[config.mk]
export PLATFORM = sky130hd
export DESIGN_NAME = dma_pingpong_chan
export DESIGN_NICKNAME = d
export VERILOG_FILES = /design/src/rtl/dmach_pkg.sv /design/src/rtl/dmach_trig.sv /design/src/rtl/dmach_count.sv /design/src/rtl/dmach_addr.sv /design/src/rtl/dma_pingpong_chan.sv
export SDC_FILE = /design/constraint.sdc
export NUM_CORES = 1
export LEC_CHECK = 0
export ABC_AREA = 1
export BUFFER_PORTS_ARGS = -buffer_cell sky130_fd_sc_hd__buf_2
export CAP_MARGIN = 10
export CORE_MARGIN = 5
export CORE_UTILIZATION = 45
export DETAILED_ROUTE_END_ITERATION = 10
export HOLD_SLACK_MARGIN = 0.15
export PLACE_DENSITY = 0.78
export SKIP_LAST_GASP = 1
export SLEW_MARGIN = 10
export SYNTH_ARGS = -nofsm -noshare
export SYNTH_HDL_FRONTEND = slang
export SYNTH_SLANG_ARGS = --single-unit
export TNS_END_PERCENT = 100
[constraint.sdc]
create_clock -name clk -period 4.5 [get_ports clk]
set_clock_uncertainty 0.1 [all_clocks]
set_input_delay 0.225 -clock clk [delete_from_list [all_inputs] [get_ports clk]]
set_output_delay 0.225 -clock clk [all_outputs]
set_load 0.03 [all_outputs]
[src/rtl/dmach_pkg.sv]
package dmach_pkg;

   localparam int WORD_W = 16;

   typedef enum logic [1:0] {
      AM_INC  = 2'b00,
      AM_FIX  = 2'b01,
      AM_PIND = 2'b10,
      AM_FIX2 = 2'b11
   } amode_e;

   // byte lanes touched by one item
   function automatic logic [1:0] lane_mask(input logic byte_sz, input logic a0);
      return byte_sz ? (a0 ? 2'b10 : 2'b01) : 2'b11;
   endfunction

endpackage

[src/rtl/dmach_trig.sv]
module dmach_trig #(
   parameter  int NSRC = 32,
   localparam int SW   = $clog2(NSRC)
) (
   input  logic            clk,
   input  logic            rst_n,
   input  logic [NSRC-1:0] req,
   input  logic [SW-1:0]   sel,
   input  logic            force_i,
   input  logic            arm,
   input  logic            armed,
   input  logic            take,
   output logic            pend
);

   initial begin : param_chk
      if ((1 << SW) != NSRC) $fatal(1, "NSRC must be a power of two");
   end

   logic [NSRC-1:0] hit;
   logic            fire;

   for (genvar i = 0; i < NSRC; i++) begin : g_dec
      assign hit[i] = req[i] && (sel == SW'(i));
   end

   assign fire = armed && ((|hit) || force_i);

   always_ff @(posedge clk or negedge rst_n) begin
      if (!rst_n)   pend <= 1'b0;
      else if (arm) pend <= 1'b0;
      else          pend <= (pend && !take) || fire;
   end


   trig_src_chk: assert property (@(posedge clk) disable iff (!rst_n)
      $rose(pend) |-> $past(armed && (req[sel] || force_i)));

endmodule

[src/rtl/dmach_count.sv]
module dmach_count #(
   parameter int CW = 10
) (
   input  logic          clk,
   input  logic          rst_n,
   input  logic          arm,
   input  logic          adv,
   input  logic [CW-1:0] limit,
   output logic          last,
   output logic          half_hit
);

   initial begin : param_chk
      if (CW < 2 || CW > 16) $fatal(1, "CW out of range");
   end

   logic [CW-1:0] cnt;

   assign last     = (cnt == limit);
   assign half_hit = (cnt == (limit >> 1));

   always_ff @(posedge clk or negedge rst_n) begin
      if (!rst_n)   cnt <= '0;
      else if (arm) cnt <= '0;
      else if (adv) cnt <= last ? '0 : cnt + 1'b1;
   end


   cnt_wrap_chk: assert property (@(posedge clk) disable iff (!rst_n)
      (adv && last && !arm) |=> (cnt == '0));

endmodule

[src/rtl/dmach_addr.sv]
module dmach_addr
   import dmach_pkg::*;
#(
   parameter int AW       = 11,
   parameter int PIW      = 4,
   parameter bit HAS_PIND = 1'b1
) (
   input  logic           clk,
   input  logic           rst_n,
   input  logic           arm,
   input  logic           adv,
   input  logic           last,
   input  logic           size_byte,
   input  logic [1:0]     amode,
   input  logic           pingpong,
   input  logic [AW-1:0]  sta,
   input  logic [AW-1:0]  stb,
   input  logic [PIW-1:0] pidx,
   output logic [AW-1:0]  addr,
   output logic           buf_sel
);

   initial begin : param_chk
      if (PIW >= AW) $fatal(1, "PIW must be below AW");
   end

   amode_e        am;
   logic [AW-1:0] off_q;
   logic [AW-1:0] base;
   logic [AW-1:0] pind_off;

   assign am   = amode_e'(amode);
   assign base = buf_sel ? stb : sta;

   if (HAS_PIND) begin : g_pind
      logic [AW-1:0] idx_ext;
      assign idx_ext  = {{(AW-PIW){1'b0}}, pidx};
      assign pind_off = size_byte ? idx_ext : (idx_ext << 1);
   end else begin : g_nopind
      assign pind_off = '0;
   end

   always_comb begin
      unique case (am)
         AM_INC:  addr = base + off_q;
         AM_PIND: addr = base + pind_off;
         default: addr = base;
      endcase
   end

   always_ff @(posedge clk or negedge rst_n) begin
      if (!rst_n) begin
         off_q   <= '0;
         buf_sel <= 1'b0;
      end else if (arm) begin
         off_q   <= '0;
         buf_sel <= 1'b0;
      end else if (adv) begin
         if (last) begin
            off_q <= '0;
            if (pingpong) buf_sel <= !buf_sel;
         end else if (am == AM_INC) begin
            off_q <= off_q + (size_byte ? AW'(1) : AW'(2));
         end
      end
   end


   buf_swap_chk: assert property (@(posedge clk) disable iff (!rst_n)
      (buf_sel != $past(buf_sel)) |-> ($past(arm) || $past(adv && last && pingpong)));

endmodule

[src/rtl/dma_pingpong_chan.sv]
module dma_pingpong_chan
   import dmach_pkg::*;
#(
   parameter  int AW       = 11,
   parameter  int CW       = 10,
   parameter  int NSRC     = 32,
   parameter  int PIW      = 4,
   parameter  bit HAS_PIND = 1'b1,
   localparam int SW       = $clog2(NSRC)
) (
   input  logic              clk,
   input  logic              rst_n,
   input  logic              cfg_arm,
   input  logic              cfg_dir,
   input  logic              cfg_byte,
   input  logic [1:0]        cfg_amode,
   input  logic [1:0]        cfg_mode,
   input  logic              cfg_half,
   input  logic [CW-1:0]     cfg_cnt,
   input  logic [AW-1:0]     cfg_sta,
   input  logic [AW-1:0]     cfg_stb,
   input  logic [SW-1:0]     cfg_sel,
   input  logic              cfg_force,
   input  logic              err_clr,
   input  logic [NSRC-1:0]   req,
   input  logic [PIW-1:0]    per_idx,
   input  logic [WORD_W-1:0] per_rdata,
   output logic              per_re,
   output logic              per_we,
   output logic [WORD_W-1:0] per_wdata,
   input  logic              cpu_per_we,
   output logic [AW-1:0]     ram_addr,
   output logic [1:0]        ram_be,
   output logic              ram_re,
   output logic              ram_we,
   output logic [WORD_W-1:0] ram_wdata,
   input  logic [WORD_W-1:0] ram_rdata,
   input  logic              cpu_ram_we,
   input  logic [AW-2:0]     cpu_ram_waddr,
   input  logic [1:0]        cpu_ram_be,
   output logic              irq,
   output logic              err,
   output logic              chan_on
   ,output logic             buf_act
);

   initial begin : param_chk
      if (AW < 4 || AW > 24) $fatal(1, "AW out of range");
   end

   logic          pend, xfer, adv, last, half_hit, fin, irq_hit;
   logic          dma_ram_wr, dma_per_wr, coll_ram, coll_per, coll;
   logic          on_q, err_q, irq_q, buf_sel;
   logic          one_shot, ping;
   logic [AW-1:0] addr;
   logic [1:0]    lanes;
   logic [7:0]    rd_byte;

   assign one_shot = cfg_mode[0];
   assign ping     = cfg_mode[1];

   dmach_trig #(.NSRC(NSRC)) u_trig (
      .clk(clk), .rst_n(rst_n), .req(req), .sel(cfg_sel), .force_i(cfg_force),
      .arm(cfg_arm), .armed(on_q), .take(adv), .pend(pend)
   );

   dmach_count #(.CW(CW)) u_cnt (
      .clk(clk), .rst_n(rst_n), .arm(cfg_arm), .adv(adv), .limit(cfg_cnt),
      .last(last), .half_hit(half_hit)
   );

   dmach_addr #(.AW(AW), .PIW(PIW), .HAS_PIND(HAS_PIND)) u_addr (
      .clk(clk), .rst_n(rst_n), .arm(cfg_arm), .adv(adv), .last(last),
      .size_byte(cfg_byte), .amode(cfg_amode), .pingpong(ping),
      .sta(cfg_sta), .stb(cfg_stb), .pidx(per_idx), .addr(addr), .buf_sel(buf_sel)
   );

   // one item per cycle while a request waits and no error stands
   assign xfer       = pend && on_q && !err_q;
   assign dma_ram_wr = xfer && !cfg_dir;
   assign dma_per_wr = xfer && cfg_dir;
   assign lanes      = lane_mask(cfg_byte, addr[0]);

   assign coll_ram = dma_ram_wr && cpu_ram_we && (cpu_ram_waddr == addr[AW-1:1])
                     && ((cpu_ram_be & lanes) != 2'b00);
   assign coll_per = dma_per_wr && cpu_per_we;
   assign coll     = coll_ram || coll_per;
   assign adv      = xfer && !coll;
   assign fin      = adv && last && one_shot && (!ping || buf_sel);
   assign irq_hit  = cfg_half ? half_hit : last;

   assign rd_byte  = addr[0] ? ram_rdata[15:8] : ram_rdata[7:0];

   assign ram_addr  = addr;
   assign ram_be    = lanes;
   assign ram_re    = dma_per_wr && !coll;
   assign ram_we    = dma_ram_wr && !coll;
   assign ram_wdata = cfg_byte ? {2{per_rdata[7:0]}} : per_rdata;
   assign per_re    = dma_ram_wr && !coll;
   assign per_we    = dma_per_wr && !coll;
   assign per_wdata = cfg_byte ? {8'h00, rd_byte} : ram_rdata;

   always_ff @(posedge clk or negedge rst_n) begin
      if (!rst_n) begin
         on_q  <= 1'b0;
         err_q <= 1'b0;
         irq_q <= 1'b0;
      end else begin
         if (cfg_arm)  on_q <= 1'b1;
         else if (fin) on_q <= 1'b0;
         if (coll)         err_q <= 1'b1;
         else if (err_clr) err_q <= 1'b0;
         irq_q <= adv && irq_hit;
      end
   end

   assign irq     = irq_q;
   assign err     = err_q;
   assign chan_on = on_q;
   assign buf_act = buf_sel;


   ram_coll_chk: assert property (@(posedge clk) disable iff (!rst_n)
      (cpu_ram_we && ram_we) |->
         ((cpu_ram_waddr != ram_addr[AW-1:1]) || ((cpu_ram_be & ram_be) == 2'b00)));


   per_coll_chk: assert property (@(posedge clk) disable iff (!rst_n)
      !(cpu_per_we && per_we));


   err_hold_chk: assert property (@(posedge clk) disable iff (!rst_n)
      (err && !err_clr) |=> err);


   err_halt_chk: assert property (@(posedge clk) disable iff (!rst_n)
      err |-> !(ram_we || per_we));


   err_irq_chk: assert property (@(posedge clk) disable iff (!rst_n)
      err |-> !irq);


   oneshot_stop_chk: assert property (@(posedge clk) disable iff (!rst_n)
      (fin && !cfg_arm) |=> !chan_on);

endmodule

==> results.sh <==
export IMPL_outcome="complete, no violations"
export IMPL_clkSinkCount=26
export IMPL_leakagePower_nw=2.72
export IMPL_ys_types=41
export IMPL_drc=0
export IMPL_wl_per_cell_um=13.1
export IMPL_rows=33
export IMPL_diodes=0
export IMPL_ant_nets=0
export IMPL_start_kind="flip-flop"
export IMPL_final_nets=985
export IMPL_ir_drop_v=0.000100
export IMPL_syn_nets=818
export IMPL_path_cells="inv_2, nand2_1, nand2_1, ha_1, fa_1, nand2_1, nand2_2, nand3b_4, nand2_2, nand2_1, nand2_1, nand2_1, nand3_1, nand2_1, nand2_1, nand2_1, nor2_1, nand2_2, nand3_4, nor2_1, buf_2"
export IMPL_crit_slowest_cell="dfrtp_1"
export IMPL_cp_common_cell="nand2_1"
export IMPL_groute_usage_overall_pct=23.2
export IMPL_async_flop_share_pct=100
export IMPL_overflow=0
export IMPL_final_common_cell="nand2_1"
export IMPL_wl_um=12400
export IMPL_min_period_ns=3.87
export IMPL_r2r_end="u_addr.off_q[8]$_DFFE_PN0P_"
export IMPL_slew_violations=0
export IMPL_post_cts_buffers=0
export IMPL_vias=4806
export IMPL_finalHoldViolCount=0
export IMPL_setup_violations=0
export IMPL_reg2reg_depth=23
export IMPL_cpPeakStageDelay_ns=0.68
export IMPL_initial_utilization_pct=46.1
export IMPL_pin_count=184
export IMPL_worst_slew_pin_slew_ns=0.598
export IMPL_final_cell_mix="234 x nand2_1, 183 x buf_2, 87 x inv_1, 71 x nand3_1, 66 x nor2_1"
export IMPL_antenna_found_initial=0
export IMPL_max_freq_ghz=0.258
export IMPL_grt_pass1_vias=4549
export IMPL_syn2layout_area_growth_pct=25.7
export IMPL_hold_path_depth=4
export IMPL_synthXorXnorAreaFrac_pct=4.62
export IMPL_path_clk_slew_ns=0.10
export IMPL_synthSimpleGateAreaFrac_pct=50.4
export IMPL_layout_drive_gt1_share_pct=26.3
export IMPL_r2r_start="u_addr.buf_sel$_DFFE_PN0P_"
export IMPL_finalSetupTns_ns=0
export IMPL_die_w_um=102
export IMPL_ys_ff_latch=26
export IMPL_clk_latency_ns=0.28
export IMPL_synth_cells=672
export IMPL_synth_edf_count=0
export IMPL_postSynthAreaPerCell_um2=5.64
export IMPL_path_depth=21
export IMPL_yosysSeqAreaShare_pct=17.2
export IMPL_critPathMaxFanout=14
export IMPL_rrSetupSlack_ns=0.73
export IMPL_viasPerCell=5.10
export IMPL_path_delay_family="simple AND/OR/NAND/NOR gates"
export IMPL_synth_compound_area_share_pct=8.51
export IMPL_synth_mux_area_share_pct=0
export IMPL_yosys_warnings=0
export IMPL_grt_max_degree=35
export IMPL_die_area_mm2=0.0104
export IMPL_core_mm2=0.00822
export IMPL_netlist_area_mm2=0.00379
export IMPL_io_buffers=183
export IMPL_synthAdderAreaFrac_pct=5.35
export IMPL_synth_top_family_by_area="simple AND/OR/NAND/NOR gates"
export IMPL_drt_pass1_iter_count=5
export IMPL_worstSetupPathType="reg -> out"
export IMPL_synthFlopType="dfrtp_1"
export IMPL_rsz0062_at_grt="false"
export IMPL_cts_htree_levels=1
export IMPL_clock_path_buffers=2
export IMPL_grt_pass1_wl_um=19900
export IMPL_hold_end="chan_on$_DFFE_PN0P_"
export IMPL_root_buffer="clkbuf_8"
export IMPL_powerDensity_mw_per_mm2=230
export IMPL_required_ns=4.18
export IMPL_p_total_mw=1.09
export IMPL_tritoncts="yes"
export IMPL_max_cap_violations=0
export IMPL_crit_path_end_kind="primary output"
export IMPL_relSlewSlack_pct=60.2
export IMPL_cts_made_buffers=3
export IMPL_cp_arrival_ns=3.55
export IMPL_hp_start="cfg_mode[0]"
export IMPL_drt_first_iter_violations=240
export IMPL_min_period_over_period_pct=86.1
export IMPL_gp_congestion=0.917
export IMPL_hold_class="in -> reg"
export IMPL_hpwl_um=10300
export IMPL_die_height_um=102
export IMPL_crit_buf_inv=2
==> repair_timing <==
action / CTS / global route
hold endpoints to repair: 28 / 0
hold buffers: 3 / 0
resized for setup: 0 / 0
==> state kept, by name, summed over array words and instances, names as in the netlist <==
| signal | count |
|---|---|
| u_addr.buf_sel | 1 |
| u_cnt.cnt | 10 |
| u_addr.off_q | 11 |
| u_trig.pend | 1 |
| err | 1 |
| chan_on | 1 |
| irq | 1 |
==> how the worst max path moves through the flow <==
stage | end | startpoint | slack, ns
2_1_floorplan | ram_re | u_addr.buf_sel$_DFFE_PN0P_ | 1.05
3_3_place_gp | u_addr.off_q[3]$_DFFE_PN0P_ | u_addr.buf_sel$_DFFE_PN0P_ | 0.93
3_5_place_dp | u_addr.off_q[8]$_DFFE_PN0P_ | u_addr.buf_sel$_DFFE_PN0P_ | 0.77
4_1_cts | ram_re | u_addr.buf_sel$_DFFE_PN0P_ | 0.62
5_1_grt | ram_re | u_addr.buf_sel$_DFFE_PN0P_ | 0.33
6_report | ram_re | u_addr.buf_sel$_DFFE_PN0P_ | 0.63
==> final cells by class <==
cell class	instances	area, µm²
Inverter	90	339
Timing Repair Buffer	190	976
Sequential cell	26	651
Clock buffer	4	55.1
Fill cell	856	3450
Multi-Input combinational cell	528	2610
Tap cell	105	131
==> layer usage <==
layer	global-route usage [%]	vias up	wire length, µm	share of wire (%)
met3	1.93	15	705	5.7
met4	5.62	0	189	1.5
met5	0	-	0	0
met2	41.5	150	6350	51
met1	30.1	2168	5150	42
li1	-	2473	-	-
==> cells by family (layout without fill, tap and decap cells) <==
logic type	count (synthesis)	count (layout)
AND/OR/NAND/NOR	436	436
buffers and inverters	118	284
AO/OA/AOI/OAI	57	57
flip-flops	26	26
XOR/XNOR	20	20
adder cells (fa/ha/maj)	15	15
==> through the flow <==
stage | util, % | hold WS (ns) | worst slack [ns] | cells | instance area [µm²]
global placement | 57.0 | 0.159 | 0.927 | 936 | 4680
floorplan | - | -0.171 | 1.05 | 672 | 3790
CTS | 58.0 | 0.173 | 0.623 | 943 | 4760
detailed placement | 57.0 | 0.169 | 0.766 | 936 | 4680
finish | 58.0 | 0.174 | 0.626 | 943 | 4760
global route | 58.0 | 0.222 | 0.330 | 943 | 4760
==> where the power goes <==
group          total [mW]  switching (mW)  internal (mW)
registers           0.274          0.0245          0.250
logic               0.661           0.436          0.224
clock network       0.160          0.0817         0.0786
total                1.09           0.542          0.553
==> cells in the mapped netlist, types with 5 or more instances <==
library cell  count  area [µm²]
nor2_1           66         248
nor3_1           21         105
nand3_1          71         355
a21oi_1           8        40.0
dfrtp_1          26         651
nand4_1          10        62.6
nand2_1         234         878
xnor2_1           6        52.6
buf_4            12        90.1
inv_1            87         327
o21ai_1          11        55.1
ha_1             13         163
clkbuf_1          8        30.0
o21ai_0          24         120
nand2_2          12        75.1
buf_6             5        56.3
xor2_1           14         123
o22ai_1           5        31.3
nor4_1            6        37.5
==> worst reg2reg max path, cell delays in order (launching register included) <==
cell and delay [ns]:
dfrtp_1 0.68, inv_2 0.25, nand2_1 0.14, nand2_1 0.06, ha_1 0.23, fa_1 0.39, nand2_1 0.12, nand2_2 0.11
nand3b_4 0.10, nand2_2 0.06, nand2_1 0.08, nand2_1 0.05, nand2_1 0.06, nand3_1 0.06, nand2_1 0.11, nand2_1 0.06
nand2_1 0.06, nor2_1 0.04, nand2_2 0.10, nand3_4 0.10, nand2_4 0.31, nand2_2 0.23, nand2_1 0.11, nand2_1 0.05
No activity file was read; power rests on OpenSTA's default activity.
